$ cat src/rtl/nvws_pkg.sv
package nvws_pkg;
    localparam int NPOT     = 4;
    localparam int NREG     = 4;
    localparam int IW       = 8;
    localparam logic [3:0] OP_WRITE = 4'hC;
    localparam logic [3:0] OP_READ  = 4'hB;
    localparam logic [3:0] OP_STAT  = 4'h5;
    localparam logic [3:0] OP_XONE  = 4'hE;
    localparam logic [3:0] OP_XALL  = 4'h8;
endpackage

$ cat src/rtl/nvws_frame.sv
module nvws_frame
    import nvws_pkg::*;
#(
    parameter int DW = 8,
    localparam int FMAX = IW + DW,
    localparam int CW = $clog2(FMAX + 1)
) (
    input  logic          clk,
    input  logic          rst_n,
    input  logic          cs_n,
    input  logic          sck_rise,
    input  logic          sdi,
    output logic          frame_end,
    output logic [CW-1:0] bit_cnt,
    output logic [IW-1:0] instr,
    output logic [DW-1:0] data
);
    typedef struct packed {
        logic          csn;
        logic [CW-1:0] cnt;
        logic [IW-1:0] ins;
        logic [DW-1:0] shf;
    } st_t;

    st_t st_d, st_q;

    always_comb begin
        st_d     = st_q;
        st_d.csn = cs_n;
        if (cs_n) begin
            st_d.cnt = '0;
        end else if (sck_rise && (st_q.cnt < CW'(FMAX))) begin
            if (st_q.cnt < CW'(IW))
                st_d.ins = {st_q.ins[IW-2:0], sdi};
            else
                st_d.shf = {st_q.shf[DW-2:0], sdi};
            st_d.cnt = st_q.cnt + 1'b1;
        end
    end

    always_ff @(posedge clk or negedge rst_n) begin
        if (!rst_n) begin
            st_q <= '{csn: 1'b1, cnt: '0, ins: '0, shf: '0};
        end else begin
            st_q <= st_d;
        end
    end

    assign frame_end = cs_n & ~st_q.csn;
    assign bit_cnt   = st_q.cnt;
    assign instr     = st_q.ins;
    assign data      = st_q.shf;
endmodule

$ cat src/rtl/nvws_busy.sv
module nvws_busy #(
    parameter int BUSY_CYCLES = 1_000_000,
    localparam int CW = $clog2(BUSY_CYCLES + 1)
) (
    input  logic clk,
    input  logic rst_n,
    input  logic start,
    output logic busy
);
    typedef struct packed {
        logic          busy;
        logic [CW-1:0] cnt;
    } st_t;

    st_t st_d, st_q;

    always_comb begin
        st_d = st_q;
        if (start) begin
            st_d.busy = 1'b1;
            st_d.cnt  = CW'(BUSY_CYCLES - 1);
        end else if (st_q.busy) begin
            if (st_q.cnt == '0)
                st_d.busy = 1'b0;
            else
                st_d.cnt = st_q.cnt - 1'b1;
        end
    end

    always_ff @(posedge clk or negedge rst_n) begin
        if (!rst_n) begin
            st_q <= '{busy: 1'b0, cnt: '0};
        end else begin
            st_q <= st_d;
        end
    end

    assign busy = st_q.busy;
endmodule

$ cat src/rtl/nvws_seq.sv
module nvws_seq
    import nvws_pkg::*;
#(
    parameter int DW = 8,
    parameter int BUSY_CYCLES = 1_000_000,
    localparam int FMAX = IW + DW,
    localparam int CW = $clog2(FMAX + 1),
    localparam int NENT = NPOT * NREG
) (
    input  logic                 clk,
    input  logic                 rst_n,
    input  logic                 cs_n,
    input  logic                 sck_rise,
    input  logic                 sdi,
    input  logic [NPOT*DW-1:0]   wiper_pos,
    output logic                 sdo,
    output logic                 sdo_en,
    output logic                 wip,
    output logic [NENT*DW-1:0]   dr_flat
);
    typedef struct packed {
        logic [NENT-1:0][DW-1:0] regs;
    } st_t;

    st_t st_d, st_q;

    logic          frame_end;
    logic [CW-1:0] bit_cnt;
    logic [IW-1:0] instr;
    logic [DW-1:0] data;
    logic          commit;

    nvws_frame #(.DW(DW)) u_frame (
        .clk       (clk),
        .rst_n     (rst_n),
        .cs_n      (cs_n),
        .sck_rise  (sck_rise),
        .sdi       (sdi),
        .frame_end (frame_end),
        .bit_cnt   (bit_cnt),
        .instr     (instr),
        .data      (data)
    );

    nvws_busy #(.BUSY_CYCLES(BUSY_CYCLES)) u_busy (
        .clk   (clk),
        .rst_n (rst_n),
        .start (commit),
        .busy  (wip)
    );

    logic [3:0] op;
    logic [1:0] rsel;
    logic [1:0] psel;
    logic       ins_done;
    logic       all_bits;
    logic       armed;
    logic [DW-1:0] rd_byte;

    assign op       = instr[7:4];
    assign rsel     = instr[3:2];
    assign psel     = instr[1:0];
    assign ins_done = bit_cnt >= CW'(IW);
    assign all_bits = bit_cnt == CW'(FMAX);

    always_comb begin
        unique case (op)
            OP_WRITE:         armed = all_bits;
            OP_XONE, OP_XALL: armed = ins_done;
            default:          armed = 1'b0;
        endcase
    end

    assign commit = frame_end & ~wip & armed;

    always_comb begin
        st_d = st_q;
        if (commit) begin
            case (op)
                OP_WRITE: st_d.regs[int'(psel)*NREG + int'(rsel)] = data;
                OP_XONE:  st_d.regs[int'(psel)*NREG + int'(rsel)] =
                              wiper_pos[int'(psel)*DW +: DW];
                default: begin
                    for (int p = 0; p < NPOT; p++)
                        st_d.regs[p*NREG + int'(rsel)] = wiper_pos[p*DW +: DW];
                end
            endcase
        end
    end

    always_ff @(posedge clk or negedge rst_n) begin
        if (!rst_n) begin
            st_q <= '0;
        end else begin
            st_q <= st_d;
        end
    end

    always_comb begin
        if (op == OP_STAT)
            rd_byte = {{(DW-1){1'b0}}, wip};
        else
            rd_byte = st_q.regs[int'(psel)*NREG + int'(rsel)];
        sdo_en = ~cs_n & ins_done & ~all_bits & ((op == OP_READ) | (op == OP_STAT));
        sdo    = 1'b0;
        if (sdo_en)
            sdo = rd_byte[DW - 1 - (int'(bit_cnt) - IW)];
    end

    assign dr_flat = st_q.regs;
endmodule

$ cat config.mk
export PLATFORM = sky130hd
export DESIGN_NAME = nvws_seq
export DESIGN_NICKNAME = d
export VERILOG_FILES = /design/src/rtl/nvws_pkg.sv /design/src/rtl/nvws_frame.sv /design/src/rtl/nvws_busy.sv /design/src/rtl/nvws_seq.sv
export SDC_FILE = /design/constraint.sdc
export NUM_CORES = 1
export LEC_CHECK = 0
export BUFFER_PORTS_ARGS = -buffer_cell sky130_fd_sc_hd__buf_4
export CAP_MARGIN = 20
export CELL_PAD_IN_SITES_DETAIL_PLACEMENT = 1
export CELL_PAD_IN_SITES_GLOBAL_PLACEMENT = 1
export CORE_MARGIN = 1
export CORE_UTILIZATION = 45
export CTS_CLUSTER_DIAMETER = 30
export DETAILED_ROUTE_END_ITERATION = 16
export MAX_ROUTING_LAYER = met4
export PLACE_DENSITY = 0.89
export SYNTH_ARGS = -nofsm -noshare
export SYNTH_HDL_FRONTEND = slang
export SYNTH_SLANG_ARGS = --single-unit
export TNS_END_PERCENT = 5
$ cat constraint.sdc
create_clock -name clk -period 4.7 [get_ports clk]
set_clock_uncertainty 0.05 [all_clocks]
set_input_delay 0.47 -clock clk [delete_from_list [all_inputs] [get_ports clk]]
set_output_delay 0.47 -clock clk [all_outputs]
set_load 0.02 [all_outputs]
Word-level counts from Yosys, hierarchy flattened. Index checks and enable logic that the tools add are counted.

Add/sub/neg operators: 8. $lt $le $gt $ge: 14. Eq/ne operators: 7. Shifts and indexed selects: 1. Mux-type cells: 34. Bitwise gates (word level): 12. Reduce and logical (&&, ||, !) cells: 13.

Operators with widths (count): $bwmux W128 (6); $pmux W128 S2 (1); $demux W8 S4 (4); $mux W8 (10); $mux W21 (3); $bmux W8 S4 (1); $ge A32 B1 Y1 const B (1); $shiftx A32 B6 Y8 (1); $logic_not A20 Y1 (1); $lt A5 B5 Y1 const B (4); $mux W20 (1); $sub A20 B1 Y20 const B (1); $demux W8 S2 (1); $eq A4 B4 Y1 const B (4); $add A4 B2 Y5 const A (2); $ge A5 B1 Y1 const B (2); $lt A7 B5 Y1 const B (1); $sub A4 B6 Y7 const A (1); $and A1 B1 Y1 (6); $logic_and A1 B1 Y1 (6); $reduce_and A3 Y1 (2); $sub A5 B4 Y6 const B (1); $add A4 B2 Y5 (1); $add A5 B1 Y5 const B (1); other kinds (19) (27).

Flip-flop bits (word level): 171. Bits of input ports: 37. Output and inout port bits: 131. Word-level logic and storage cells: 111.

Longest topological paths before layout.
Depth after elaboration: 9. Gate-level depth with buffers: 9. Depth with buffers taken out: 8.

Hierarchy. Synthesis repeated with hierarchy kept, for this count alone.

Cells, all modules: 1061. Area total of the unflattened synthesis: 11350.9 um^2.

Modules (own cells, without submodules): nvws_seq (instances 1, cells an instance 844, area an instance 9013.6 um^2, sequential area each 3203.1 um^2); nvws_busy (instances 1, cells an instance 138, area an instance 1292.5 um^2, sequential area each 525.5 um^2); nvws_frame (instances 1, cells an instance 79, area an instance 1044.8 um^2, sequential area each 551.8 um^2).

Least setup slack after synthesis. Ideal clock, no wire load.

Path type: flip-flop to output port. Start: register u_frame.st_q (netlist bit u_frame.bit_cnt[0]). End: output sdo. Data arrival time: 2.331 ns. Data required time: 4.180 ns. Setup slack: 1.849 ns. Cell stages (with the launch flop): 8. Buffers on the path: 0. Cells stage by stage: dfrtp_1 inv_1 ha_1 nor4bb_1 or4b_2 a21oi_1 nand2_1 a21oi_1.

Elaborated cells on any way between the ends: 12. Those cells by class: add/sub: 2; order compare: 1; eq/ne: 1; mux: 4; bitwise: 4.

RTL lines: start: declaration (line nvws_frame.sv:25) `st_t st_d, st_q;`; start signal: assignment (line nvws_frame.sv:43) `st_q <= '{csn: 1'b1, cnt: '0, ins: '0, shf: '0};`; start signal: assignment (line nvws_frame.sv:45) `st_q <= st_d;`; $ge A5 B4 Y1 / $eq A5 B5 Y1 (equally long branches) (line nvws_seq.sv:63, nvws_seq.sv:64); $and A1 B1 Y1 / $not A1 Y1 (equally long branches) (line nvws_seq.sv:104) `sdo_en = ~cs_n & ins_done & ~all_bits & ((op == OP_READ) | (op == OP_STAT));`; $and A1 B1 Y1 * (2 in series) (line nvws_seq.sv:104); net sdo_en (line nvws_seq.sv:17) `output logic sdo_en,`; $mux W1 * (line nvws_seq.sv:106) `if (sdo_en)`; end: declaration (line nvws_seq.sv:16) `output logic sdo,`.

Mark *: on every way through the listed nets, which the timed path passes. The rest lies on a longest branch. The select of a mux whose other input is x is not followed.

Final worst setup path.
Start: register u_frame.st_q (netlist bit u_frame.instr[2]). End: output sdo.

Word-level cells in the longest chain between the ends: 9.

Ends and longest elaborated chain: $add A4 B2 Y5 (line nvws_seq.sv:103) `rd_byte = st_q.regs[int'(psel)*NREG + int'(rsel)];`; $bmux W8 S4 (line nvws_seq.sv:103); $mux W8 (implied by the code) (2 in series) (line nvws_seq.sv:103); $mux W8 (line nvws_seq.sv:100) `if (op == OP_STAT)`; $bmux W1 S3 (line nvws_seq.sv:107) `sdo = rd_byte[DW - 1 - (int'(bit_cnt) - IW)];`; $mux W1 (implied by the code) (2 in series) (line nvws_seq.sv:107); $mux W1 (line nvws_seq.sv:106).

No other way between the ends. The select of a mux whose other input is x is not followed.

==> out/qor.yml <==
grt:
  grt_first_pass_wirelength_um: 69600
  track_usage_pct: 39.3
  antenna_found_initial: 0
  grt_pass1_vias: 11098
  overflow: 0
  grt_max_degree: 106
power:
  vdd_drop_max_mv: 0.268
  power_density_nw_per_um2: 323
  power.total_mw: 4.21
  leakagePower_nw: 5.35
logic_synthesis:
  synth_area_leaders: "dfrtp_1 39%, mux2i_1 12%, a221oi_1 11%, o22a_1 10%, mux4_2 7.7%"
  synth_flop_cell: "dfrtp_1"
  synth_largest_area_cell: "dfrtp_1"
  synth_cells: 983
  ys_warn_count: 0
  avgSynthCellArea_um2: 11.0
  syn_nets: 1024
  synth_edf_count: 0
  synth_area_um2: 10800
  synthArstFlopShare_pct: 100
  synth.distinct_cells: 56
  ys_seq_elements: 171
  yosys.area.top_type_share_pct: 39.3
  yosysSeqAreaShare_pct: 39.5
timing:
  slew_violations: 0
  finalSetupTns_ns: 0
  worst_pin_slew_ns: 1.15
  setup_viol: 0
  hold_slack_ns: -0.0211
  fin_crit_sh_pct: 86.6
  fmax_ghz: 0.246
  grt_setup_unrepaired: "false"
  slew_headroom_pct: 23.5
  period_minus_slack_ns: 4.07
  finalHoldViolations: 18
placed_design:
  placed_area_um2: 12400
  gp_congestion: 0.911
  port_buffers: 167
  hpwl_um: 30100
floorplanning:
  die_width_um: 157
  start_util_pct: 46.0
  die_h_um: 157
  rows: 56
  die_area_um2: 24700
  io_pins: 168
  fp.coreArea_um2: 23500
cells_and_area:
  finalInstanceArea_um2: 13000
  n_fill_cell: 2521
  drive_above_1_share_pct: 28.6
  nNetsFinal: 1154
  multi_input_area_um2: 6170
  syn2layout_area_growth_pct: 20.4
  fin_util_pct: 55.4
  antennaDiodeCount: 0
  seqCellArea_um2: 4280
detailed_routing:
  vias: 10744
  via_per_inst: 7.44
  final_antenna_net_count: 0
  first_pass_iters: 5
  wl_per_cell_um: 31.8
  drc: 0
  drt_iter0_drc: 1470
  routed_wl_um: 46000
cts:
  cts.clk_slew.worst_paths_ns: 0.07
  htreeDepth: 4
  cts_resized: 0
  ctsHoldBuffers: 0
  post_cts_buffers: 0
  cts_buffers: 17
  clockBufferDepth: 2
  clock-sinks: 171
  cts_tree: "yes"
  clock_latency_ns: 0.44
  cts_root_buffer: "clkbuf_16"
status:
  outcome: "finished, violations left"
  violations: "hold timing"
worst_setup_path:
  endpoint_kind: "output port"
  critical_path_required_ns: 4.18
  path_class: "flip-flop to output port"
  arrival_ns: 3.55
  worstPathMaxFanout: 31
  cp-start-kind: "flip-flop"
flow_run:
  drv_cap: 0
hold_path:
  worstHoldPathType: "input port to asynchronous set/reset pin"
-- final timing paths --
| kind | endpoint | slack (ns) | from | cells after the start |
|---|---|---|---|---|
| max in group asynchronous | u_frame.instr[2] | 3.57 | rst_n | 2 |
| min | u_busy.st_q[0] | -0.02 | rst_n | 1 |
| max reg2reg | flip-flop | 1.20 | u_frame.bit_cnt[0] | 9 |
| min reg2reg | u_busy.st_q[19] | 0.48 | u_busy.st_q[19] | 2 |
| max | sdo | 0.63 | u_frame.instr[2] | 8 |
| min in group clk | u_frame.st_q[21] | 0.16 | cs_n | 1 |
-- cell usage in the layout, fill, tap and decap left out, drive strengths merged, types with 11 or more instances in the layout --
cell	instances
buf	206
dfrtp	170
a221oi	133
mux2i	130
o22a	128
nor2	101
nand2	38
mux4	37
mux2	23
clkbuf	18
inv	14
nor3	13
xnor2	11
-- per-layer routing --
layer	vias up	part of all wire [%]	global-route usage [%]
li1	4194	-	-
met1	5333	36	47.5
met2	956	45	58.9
met3	261	12	11.8
met4	0	6.4	21.7
met5	-	0	-
-- cell families after synthesis --
kind of cell	after synthesis	synth area share, %
and+or+nand+nor	202	9.02
DFF	171	39.5
xor gates and xnor gates	20	1.62
muxes	190	22.1
adders and majority gates	4	0.462
AOI/OAI and AO/OA	295	23.5
buffers and inverters	101	3.81
-- power by group --
group          switching [mW]  internal (mW)  leakage [nW]
clock                   0.757          0.725         0.293
sequential              0.165           1.50          2.28
combinational           0.636          0.434          2.78
total                    1.56           2.65          5.35
-- critical path, cell delays in order, from the launching register on --
cell and delay, ns:
dfrtp_2 0.98, buf_4 0.39, mux4_2 0.61, mux2i_1 0.28
nand3_1 0.12, o2111ai_1 0.19, a32o_1 0.23, a21oi_1 0.13
buf_4 0.18
-- cell type report --
cell class	instances	share of cell area [%]
clock buffer	18	3.29
multi-input combinational	711	47.3
inverter	6	0.173
clock inverter	14	1.34
timing repair buffer	206	12.0
tap	319	3.06
sequential	171	32.9
-- per-stage QoR --
stage,instances,worst slack (ns)
detailed placement,1412,1.25
global route,1445,0.638
finish,1445,0.631
global placement,1412,1.34
floorplan,983,1.85
CTS,1444,0.752
-- synthesized netlist by cell type (9+ instances only) --
master    instances
o22a_1          128
a221oi_1        133
nor2_1          100
nand2_1          37
mux2i_1         130
xor2_1            9
mux2_2           23
clkbuf_1         65
xnor2_1          11
dfrtp_1         170
mux4_2           37
buf_2            21
No activity file was read; power rests on OpenSTA's default activity.
